==> src/rtl/gpio_bank_pkg.sv <==
package gpio_bank_pkg;
  localparam int unsigned DW_DEF     = 32;
  localparam int unsigned ADDR_W_DEF = 10;

  // register offsets; the masked-port pair order (low half, high half) matters
  localparam int unsigned OFS_MASK_LO = 'h000;
  localparam int unsigned OFS_MASK_HI = 'h004;
  localparam int unsigned OFS_OUT     = 'h040;
  localparam int unsigned OFS_IN      = 'h060;
  localparam int unsigned OFS_DIR     = 'h204;
  localparam int unsigned OFS_OEN     = 'h208;

  typedef enum logic [2:0] {
    SEL_NONE,
    SEL_MLO,
    SEL_MHI,
    SEL_OUT,
    SEL_IN,
    SEL_DIR,
    SEL_OEN
  } reg_sel_e;
endpackage

==> src/rtl/gpio_addr_decode.sv <==
module gpio_addr_decode
  import gpio_bank_pkg::*;
#(
  parameter int unsigned ADDR_W = ADDR_W_DEF
) (
  input  logic [ADDR_W-1:0] addr,
  output reg_sel_e          sel
);
  localparam logic [ADDR_W-1:0] A_MLO = ADDR_W'(OFS_MASK_LO);
  localparam logic [ADDR_W-1:0] A_MHI = ADDR_W'(OFS_MASK_HI);
  localparam logic [ADDR_W-1:0] A_OUT = ADDR_W'(OFS_OUT);
  localparam logic [ADDR_W-1:0] A_IN  = ADDR_W'(OFS_IN);
  localparam logic [ADDR_W-1:0] A_DIR = ADDR_W'(OFS_DIR);
  localparam logic [ADDR_W-1:0] A_OEN = ADDR_W'(OFS_OEN);

  always_comb begin
    unique case (addr)
      A_MLO:   sel = SEL_MLO;
      A_MHI:   sel = SEL_MHI;
      A_OUT:   sel = SEL_OUT;
      A_IN:    sel = SEL_IN;
      A_DIR:   sel = SEL_DIR;
      A_OEN:   sel = SEL_OEN;
      default: sel = SEL_NONE;
    endcase
  end
endmodule

==> src/rtl/gpio_in_sync.sv <==
module gpio_in_sync #(
  parameter int unsigned W = 32
) (
  input  logic         clk,
  input  logic         rst_n,
  input  logic [W-1:0] pad_i,
  output logic [W-1:0] sync_o
);
  logic [W-1:0] stage1_q;
  logic [W-1:0] stage2_q;

  always_ff @(posedge clk or negedge rst_n) begin
    if (!rst_n) begin
      stage1_q <= '0;
      stage2_q <= '0;
    end else begin
      stage1_q <= pad_i;
      stage2_q <= stage1_q;
    end
  end

  assign sync_o = stage2_q;

  // age counter so the two-cycle history check only looks at post-reset samples
  logic [1:0] age_q;
  always_ff @(posedge clk or negedge rst_n) begin
    if (!rst_n)            age_q <= 2'd0;
    else if (age_q != 2'd2) age_q <= age_q + 2'd1;
  end

  AST_SYNC_TWO_STAGE: assert property (@(posedge clk) disable iff (!rst_n)
    (age_q == 2'd2) |-> (sync_o == $past(pad_i, 2)));
endmodule

==> src/rtl/gpio_bank_core.sv <==
module gpio_bank_core
  import gpio_bank_pkg::*;
#(
  parameter int unsigned DW = DW_DEF
) (
  input  logic          clk,
  input  logic          rst_n,
  input  logic          wr_en,
  input  reg_sel_e      sel,
  input  logic [DW-1:0] wdata,
  output logic [DW-1:0] out_q,
  output logic [DW-1:0] dir_q,
  output logic [DW-1:0] oen_q
);
  localparam int unsigned HW    = DW / 2;
  localparam int unsigned LANES = 2;

  logic [DW-1:0] out_masked;
  logic [LANES-1:0] lane_hit;

  // one masked lane per half; data in wdata[HW-1:0], inhibit in wdata[DW-1:HW]
  for (genvar l = 0; l < LANES; l++) begin : g_lane
    localparam reg_sel_e LANE_SEL = (l == 0) ? SEL_MLO : SEL_MHI;
    logic [HW-1:0] cur;
    logic [HW-1:0] keep;
    assign lane_hit[l] = wr_en && (sel == LANE_SEL);
    assign cur  = out_q[l*HW +: HW];
    assign keep = wdata[DW-1:HW];
    assign out_masked[l*HW +: HW] = lane_hit[l] ?
      ((cur & keep) | (wdata[HW-1:0] & ~keep)) : cur;
  end

  always_ff @(posedge clk or negedge rst_n) begin
    if (!rst_n) begin
      out_q <= '0;
      dir_q <= '0;
      oen_q <= '0;
    end else if (wr_en) begin
      unique case (sel)
        SEL_MLO, SEL_MHI: out_q <= out_masked;
        SEL_OUT:          out_q <= wdata;
        SEL_DIR:          dir_q <= wdata;
        SEL_OEN:          oen_q <= wdata;
        default:          ;
      endcase
    end
  end

  AST_LO_PORT_SPARES_HI: assert property (@(posedge clk) disable iff (!rst_n)
    (wr_en && sel == SEL_MLO) |=> (out_q[DW-1:HW] == $past(out_q[DW-1:HW])));
  AST_HI_PORT_SPARES_LO: assert property (@(posedge clk) disable iff (!rst_n)
    (wr_en && sel == SEL_MHI) |=> (out_q[HW-1:0] == $past(out_q[HW-1:0])));
  AST_FULL_INHIBIT_HOLDS: assert property (@(posedge clk) disable iff (!rst_n)
    (wr_en && (sel == SEL_MLO || sel == SEL_MHI) && (&wdata[DW-1:HW])) |=> $stable(out_q));
  AST_DEAD_WRITE_NO_EFFECT: assert property (@(posedge clk) disable iff (!rst_n)
    (wr_en && (sel == SEL_NONE || sel == SEL_IN)) |=>
      ($stable(out_q) && $stable(dir_q) && $stable(oen_q)));
endmodule

==> src/rtl/gpio_rsp_stage.sv <==
module gpio_rsp_stage #(
  parameter int unsigned DW = 32
) (
  input  logic          clk,
  input  logic          rst_n,
  input  logic          load,
  input  logic [DW-1:0] load_data,
  input  logic          rsp_ready,
  output logic          rsp_valid,
  output logic [DW-1:0] rsp_rdata
);
  always_ff @(posedge clk or negedge rst_n) begin
    if (!rst_n) begin
      rsp_valid <= 1'b0;
      rsp_rdata <= '0;
    end else if (load) begin
      rsp_valid <= 1'b1;
      rsp_rdata <= load_data;
    end else if (rsp_ready) begin
      rsp_valid <= 1'b0;
    end
  end

  AST_RSP_HELD: assert property (@(posedge clk) disable iff (!rst_n)
    (rsp_valid && !rsp_ready) |=> (rsp_valid && $stable(rsp_rdata)));
endmodule

==> src/rtl/gpio_bank_regs.sv <==
module gpio_bank_regs
  import gpio_bank_pkg::*;
#(
  parameter int unsigned DW     = DW_DEF,
  parameter int unsigned ADDR_W = ADDR_W_DEF
) (
  input  logic              clk,
  input  logic              rst_n,
  input  logic              cmd_valid,
  output logic              cmd_ready,
  input  logic              cmd_we,
  input  logic [ADDR_W-1:0] cmd_addr,
  input  logic [DW-1:0]     cmd_wdata,
  output logic              rsp_valid,
  input  logic              rsp_ready,
  output logic [DW-1:0]     rsp_rdata,
  input  logic [DW-1:0]     pad_in,
  output logic [DW-1:0]     pad_out,
  output logic [DW-1:0]     pad_oe
);
  localparam int unsigned HW = DW / 2;

  reg_sel_e      sel;
  logic          fire;
  logic          wr_en;
  logic          rd_en;
  logic [DW-1:0] out_q, dir_q, oen_q, in_sync;
  logic [DW-1:0] rd_word;

  assign cmd_ready = !rsp_valid || rsp_ready;
  assign fire      = cmd_valid && cmd_ready;
  assign wr_en     = fire && cmd_we;
  assign rd_en     = fire && !cmd_we;

  gpio_addr_decode #(.ADDR_W(ADDR_W)) u_dec (
    .addr (cmd_addr),
    .sel  (sel)
  );

  gpio_in_sync #(.W(DW)) u_sync (
    .clk    (clk),
    .rst_n  (rst_n),
    .pad_i  (pad_in),
    .sync_o (in_sync)
  );

  gpio_bank_core #(.DW(DW)) u_core (
    .clk   (clk),
    .rst_n (rst_n),
    .wr_en (wr_en),
    .sel   (sel),
    .wdata (cmd_wdata),
    .out_q (out_q),
    .dir_q (dir_q),
    .oen_q (oen_q)
  );

  always_comb begin
    unique case (sel)
      SEL_MLO: rd_word = {{HW{1'b0}}, out_q[HW-1:0]};
      SEL_MHI: rd_word = {{HW{1'b0}}, out_q[DW-1:HW]};
      SEL_OUT: rd_word = out_q;
      SEL_IN:  rd_word = in_sync;
      SEL_DIR: rd_word = dir_q;
      SEL_OEN: rd_word = oen_q;
      default: rd_word = '0;
    endcase
  end

  gpio_rsp_stage #(.DW(DW)) u_rsp (
    .clk       (clk),
    .rst_n     (rst_n),
    .load      (rd_en),
    .load_data (rd_word),
    .rsp_ready (rsp_ready),
    .rsp_valid (rsp_valid),
    .rsp_rdata (rsp_rdata)
  );

  assign pad_out = out_q;
  assign pad_oe  = dir_q & oen_q;

  AST_DIR_CLEAR_KILLS_OE: assert property (@(posedge clk) disable iff (!rst_n)
    (wr_en && sel == SEL_DIR && cmd_wdata == '0) |=> (pad_oe == '0));
  AST_BUSY_BLOCKS_CMD: assert property (@(posedge clk) disable iff (!rst_n)
    (rsp_valid && !rsp_ready && cmd_valid) |=> $stable(pad_out));
endmodule

==> config.mk <==
export PLATFORM = sky130hd
export DESIGN_NAME = gpio_bank_regs
export DESIGN_NICKNAME = d
export VERILOG_FILES = /design/src/rtl/gpio_bank_pkg.sv /design/src/rtl/gpio_addr_decode.sv /design/src/rtl/gpio_in_sync.sv /design/src/rtl/gpio_bank_core.sv /design/src/rtl/gpio_rsp_stage.sv /design/src/rtl/gpio_bank_regs.sv
export SDC_FILE = /design/constraint.sdc
export NUM_CORES = 1
export LEC_CHECK = 0
export BUFFER_PORTS_ARGS = -buffer_cell sky130_fd_sc_hd__buf_2
export CAP_MARGIN = 30
export CORE_AREA = 4 4 173 175
export CTS_CLUSTER_DIAMETER = 50
export DETAILED_ROUTE_END_ITERATION = 8
export DIE_AREA = 0 0 177 179
export HOLD_SLACK_MARGIN = 0.02
export PLACE_DENSITY = 0.56
export SYNTH_ARGS = -nofsm -noshare
export SYNTH_HDL_FRONTEND = slang
export SYNTH_SLANG_ARGS = --single-unit
==> constraint.sdc <==
create_clock -name clk -period 4.1 [get_ports clk]
set_input_delay 0.205 -clock clk [delete_from_list [all_inputs] [get_ports clk]]
set_output_delay 0.205 -clock clk [all_outputs]
set_load 0.01 [all_outputs]
==> out/qor.csv, run 1 <==
stage,metric,value,unit
placement,placed_cells,1193,
drt,drt-initial-drc-count,456,
outcome,run_status,completed,
cts,root_buffer,clkbuf_16,
yosys,synth.distinct_cells,44,
cts,cts_tree,built,
global_routing,antenna_found_initial,6,
drt,post_drt_wl_per_cell,21.2,µm
flow_run,maxCapViolations,0,
layout,area_growth,26.0,%
cts,clk_pin_slew,0.08,ns
global_routing,grt-ovfl-total,0,
worst_setup_path,critical_path_class,flop to flop,
sta,min_period,2.76,ns
yosys,ys_warn_count,0,
drt,dr.pass1.iters,6,
worst_setup_path,worst-r2r-setup-slack,1.34,ns
power,power_frac_seq,49.9,%
drt,antenna_left,0,
cts,cts.repair.resized,0,
yosys,ys_seq_elements,193,
sta,skew,0.0116,ns
yosys,avgSynthCellArea,12.4,µm²
cts,cts_buffers,17,
layout,design_area,10500,µm²
layout,drive_above_1_share,34.0,%
global_routing,grt_max_degree,103,
layout,final_cell_mix,"dfrtp_1 (193), buf_2 (175), mux2_2 (62), a21oi_1 (38), dlygate4sd3_1 (36)",
worst_setup_path,endpoint_kind,flop,
global_routing,grt_usage,16.9,%
yosys,syn_area,8370,µm²
layout,fillers,2809,
worst_setup_path,endpoint,u_core.oen_q[4],
cts,cts.path.max_buffers,2,
floorplan,die_x,177,µm
power,clock_power_share,40.5,%
power,p_int,3.05,mW
layout,nNetsFinal,943,
yosys,synthFlopType,dfrtp_1,
global_routing,grt_pass1_vias,6500,
cts,cts.sinks,193,
yosys,yosysSeqAreaShare,57.7,%
layout,final_common_cell,dfrtp_1,
sta,finalSetupTns,0,ns
sta,finalHoldViolCount,0,
floorplan,core_area,28500,µm²
sta,maxSlewViolCount,0,
cts,h-tree-depth,4,
hold_path,hold_depth,2,
cts,worst_skew_pair.late_latency,0.44,ns
power,swShare,26.4,%
yosys,synth_top_cell_by_area,dfrtp_1,
drt,drc,0,
power,p_switching,1.09,mW
worst_setup_path,cp.required,4.43,ns
power,p_total,4.14,mW
floorplan,start_util,29.4,%
hold_path,hp-class,primary input to flop,
yosys,synth_top_area_share,57.7,%
sta,fin_crit_sh,67.4,%
sta,rsz0062_at_grt,no,
power,vdd_drop_max,280,µV
placement,dp_hpwl,19100,µm
cts,cts_setup_buffers,0,
worst_setup_path,crit_start,u_rsp.rsp_valid,
floorplan,core.rowCount,62,
yosys,synth_edf_count,0,
global_routing,grt_pass1_wl,39900,µm
worst_setup_path,reg2reg_to,u_core.oen_q[4],
worst_setup_path,cp_max_fo,21,
floorplan,pin_count,177,
power,power_density,392,nW/µm²
sta,clock.fmax,362,MHz
yosys,syn_nets,752,
drt,wl,26700,µm
worst_setup_path,reg2reg_from,u_rsp.rsp_valid,
sta,slew-limit-headroom,41.3,%
drt,via_count,6373,
yosys,synthTopCellsByArea,"dfrtp_1 (58%), mux2_2 (8.3%), nand3b_1 (2.8%)",
drt,vias_per_cell,5.05,
yosys,synthArstFlopShare,100,%
placement,placed_area,9600,µm²
cts,holdBufCountCts,36,
sta,worstMarginPinSlew,0.880,ns
worst_setup_path,rr_worst_depth,5,
floorplan,dieArea,31700,µm²
worst_setup_path,cp-start-kind,flop,
sta,hold_ws,0.0435,ns
sta,setup_violations,0,
placement,place_congestion,0.818,
power,power.share.combinational,9.7,%
yosys,syn_inst,673,
floorplan,die_height,179,µm
layout,finalNonFillerCells,1262,
placement,portBuffers,176,
worst_setup_path,crit_arrival,3.09,ns
power,leakage,4.96,nW
per-stage QoR:
stage          util (%)  worst slack (ns)
3_3_place_gp       33.7              1.25
4_1_cts            37.0              1.34
6_report           37.0              1.34
3_5_place_dp       33.7              1.19
5_1_grt            37.0              1.24
2_1_floorplan         -              2.14
power by group through the flow:
| stage | Clock (mW) | Sequential (mW) | Combinational, mW |
|---|---|---|---|
| after detailed placement | 0 | 2.10 | 0.382 |
| after global placement | 0 | 2.10 | 0.378 |
| after global routing | 1.80 | 2.08 | 0.443 |
| after CTS | 1.72 | 2.07 | 0.409 |
| after floorplan | 0 | 2.11 | 0.150 |
| final | 1.67 | 2.06 | 0.400 |
area by class of cell:
| cell class | instances | area [µm²] | share of cell area, % |
|---|---|---|---|
| timing repair buffer | 227 | 1370 | 13.0 |
| clock inverter | 14 | 144 | 1.36 |
| multi-input combinational | 408 | 3220 | 30.5 |
| sequential | 193 | 4830 | 45.8 |
| tap | 384 | 480 | 4.56 |
| clock buffer | 18 | 439 | 4.16 |
| inverter | 17 | 63.8 | 0.605 |
| antenna | 1 | 2.50 | 0.0237 |
how the worst min path moves through the flow:
stage               slack (ns)                  to          start
floorplan                -0.09           async pin          rst_n
global placement          0.31  u_sync.stage1_q[4]      pad_in[4]
detailed placement        0.31  u_sync.stage1_q[4]      pad_in[4]
CTS                       0.02    u_core.oen_q[28]  cmd_wdata[28]
global route              0.04    u_core.oen_q[31]  cmd_wdata[31]
finish                    0.04    u_core.oen_q[28]  cmd_wdata[28]
cell families after synthesis:
logic type / count (synthesis) / share of synthesized area, %
multiplexers: 97 / 12.8
buffers and inverters: 72 / 4.09
flip-flops: 193 / 57.7
AND/OR/NAND/NOR: 130 / 10.4
AO/OA/AOI/OAI: 181 / 15.0
per-layer routing:
layer | global-route usage (%) | wire [µm] | vias up
li1 | - | - | 2860
met1 | 21.9 | 11200 | 3260
met2 | 27.3 | 13000 | 211
met3 | 5.42 | 2090 | 36
met4 | 4.55 | 471 | 6
met5 | 0 | 29 | -
cell usage after synthesis (5+ instances only):
| cell | instances |
|---|---|
| a2bb2oi_1 | 16 |
| mux2i_1 | 17 |
| o22a_1 | 5 |
| o211ai_1 | 7 |
| a31oi_1 | 9 |
| clkbuf_1 | 26 |
| a21o_1 | 11 |
| nand4_1 | 7 |
| a22oi_1 | 5 |
| nand2_1 | 7 |
| nand3b_1 | 31 |
| o21ai_0 | 32 |
| a21oi_1 | 38 |
| nor2_1 | 12 |
| and3_1 | 12 |
| inv_1 | 17 |
| o32a_1 | 11 |
| a22o_1 | 16 |
| and2_1 | 32 |
| buf_2 | 18 |
| o2111ai_1 | 17 |
| dfrtp_1 | 193 |
| a211oi_1 | 9 |
| buf_4 | 5 |
| mux2_1 | 18 |
| nand3_1 | 10 |
| mux2_2 | 62 |
critical path, cell delays in order (launching register included):
cell and delay, ns:
dfrtp_1 0.38, nand2b_1 0.26, and3_1 0.62, and2_1 0.58, buf_4 0.42, mux2_2 0.38
Note: power is estimated with default switching activity, not from simulation.
==> inputs of run 2 (changes only) <==
PLACE_DENSITY = 0.58   (was 0.56)
clock period = 2.2 ns   (was 4.1 ns; I/O delays follow)
==> run 2 against run 1 <==
  * Cell area up 5.2%
  * Clock skew down 0.0039 ns
  * Flip-flop and latch count did not move
  * Power is 90% higher
  * Largest cell class unchanged
  * Highest routed layer is now met4
==> out/qor.csv, run 2 (synthesized netlist as in run 1, its figures left out) <==
stage,metric,value,unit
cts,cts.sinks,193,
sta,finalHoldViolCount,0,
sta,setup_violations,0,
floorplan,die_height,179,µm
cts,worst_skew_pair.late_latency,0.43,ns
layout,design_area,11100,µm²
sta,finalWorstSetupSlack,0.478,ns
hold_path,hp-class,primary input to flop,
drt,dr.pass1.iters,6,
sta,finalSetupTns,0,ns
power,p_int,5.84,mW
placement,placed_cells,1219,
cts,cts.path.max_buffers,2,
floorplan,dieArea,31700,µm²
power,power_frac_seq,48.9,%
worst_setup_path,reg2reg_to,u_core.dir_q[12],
power,vdd_drop_max,440,µV
worst_setup_path,cp.required,2.51,ns
cts,cts_setup_buffers,0,
worst_setup_path,crit_start,u_rsp.rsp_valid,
floorplan,die_x,177,µm
placement,portBuffers,176,
power,swShare,25.6,%
placement,place_congestion,0.793,
power,clock_power_share,40.3,%
layout,fin_util,39.0,%
placement,placed_area,9850,µm²
sta,maxSlewViolCount,0,
worst_setup_path,endpoint,u_core.dir_q[12],
floorplan,start_util,29.4,%
sta,rsz0062_at_grt,no,
cts,cts_buffers,17,
layout,final_common_cell,dfrtp_1,
power,power_density,707,nW/µm²
sta,worstMarginPinSlew,0.670,ns
global_routing,grt_pass1_vias,6548,
global_routing,antenna_found_initial,0,
global_routing,grt_pass1_wl,40500,µm
cts,cts_tree,built,
power,power.share.combinational,10.8,%
global_routing,grt_usage,16.9,%
cts,cts.repair.resized,0,
floorplan,core_area,28500,µm²
worst_setup_path,cp_max_fo,15,
placement,dp_hpwl,19600,µm
floorplan,core.rowCount,62,
global_routing,grt-ovfl-total,0,
outcome,run_status,completed,
global_routing,grt_max_degree,61,
drt,vias_per_cell,4.92,
layout,nNetsFinal,998,
layout,drive_above_1_share,34.7,%
drt,drc,0,
drt,antenna_left,0,
flow_run,maxCapViolations,0,
worst_setup_path,crit_arrival,2.03,ns
worst_setup_path,rr_worst_depth,6,
cts,holdBufCountCts,65,
worst_setup_path,critical_path_class,flop to flop,
cts,root_buffer,clkbuf_16,
worst_setup_path,cp-start-kind,flop,
layout,final_cell_mix,"dfrtp_1 (193), buf_2 (175), dlygate4sd3_1 (65), mux2_2 (62), a21oi_1 (38)",
sta,hold_ws,0.181,ns
sta,slew-limit-headroom,54.9,%
worst_setup_path,reg2reg_from,u_rsp.rsp_valid,
worst_setup_path,endpoint_kind,flop,
layout,finalNonFillerCells,1316,
placement,dp_slack,0.143,ns
drt,drt-initial-drc-count,379,
drt,wl,27000,µm
worst_setup_path,worst-r2r-setup-slack,0.48,ns
sta,clock.fmax,581,MHz
layout,area_growth,32.6,%
power,p_total,7.85,mW
cts,h-tree-depth,4,
power,p_switching,2.01,mW
power,leakage,5.23,nW
sta,fin_crit_sh,78.3,%
drt,post_drt_wl_per_cell,20.5,µm
floorplan,pin_count,177,
sta,min_period,1.72,ns
sta,skew,0.00778,ns
drt,via_count,6469,
layout,num_antenna_cells,0,
cts,clk_pin_slew,0.07,ns
-- run 2: cell types whose count changed in the layout (fill, tap and decap cells not counted), moves of 4 or more --
cell           previous run  this run
dlygate4sd3_1            36        65
buf_12                    0         5
inv_6                     7         3
clkinv_4                  0         4
buf_4                    14        36
-- run 2: metal layers --
| metal | vias to the layer above | share of wire [%] | track usage, % |
|---|---|---|---|
| met5 | - | 0 | 0 |
| met4 | 0 | 1.5 | 4.00 |
| met3 | 27 | 6.5 | 5.21 |
| met2 | 170 | 49 | 28.2 |
| met1 | 3307 | 43 | 21.7 |
| li1 | 2965 | - | - |
-- run 2: worst max-delay path: stages (launching register included) --
cell and delay [ns]:
dfrtp_1 0.36, nand2b_1 0.11, and3_1 0.23, buf_4 0.18
nand3_2 0.08, buf_4 0.26, mux2_2 0.37
-- run 2: worst min-delay path by stage --
stage | startpoint | slack [ns] | end | cells past startpoint
after detailed placement | rst_n | 0.13 | u_sync.sync_o[18] | 1
after global routing | rsp_ready | 0.17 | u_rsp.rsp_valid | 4
final | rsp_ready | 0.18 | u_rsp.rsp_valid | 4
after CTS | rsp_ready | 0.18 | u_rsp.rsp_valid | 4
after floorplan | rst_n | -0.19 | async pin | 0
after global placement | rst_n | 0.13 | u_rsp.rsp_rdata[18] | 1
-- run 2: cell type report --
cell class              instances  area [µm²]
clock buffers                  19         443
clock inverters                13         153
fillers                      2840       17400
inverters                      17        63.8
multi-input cells             408        3220
flip-flops and latches        193        4830
well taps                     384         480
repair buffers                282        1910
-- run 2: power by group through the flow --
stage / Sequential [mW] / Clock (mW) / Combinational (mW)
2_1_floorplan: 3.93 / 0 / 0.279
3_3_place_gp: 3.91 / 0 / 0.760
3_5_place_dp: 3.91 / 0 / 0.769
4_1_cts: 3.84 / 3.25 / 0.862
5_1_grt: 3.86 / 3.39 / 0.925
6_report: 3.84 / 3.16 / 0.847
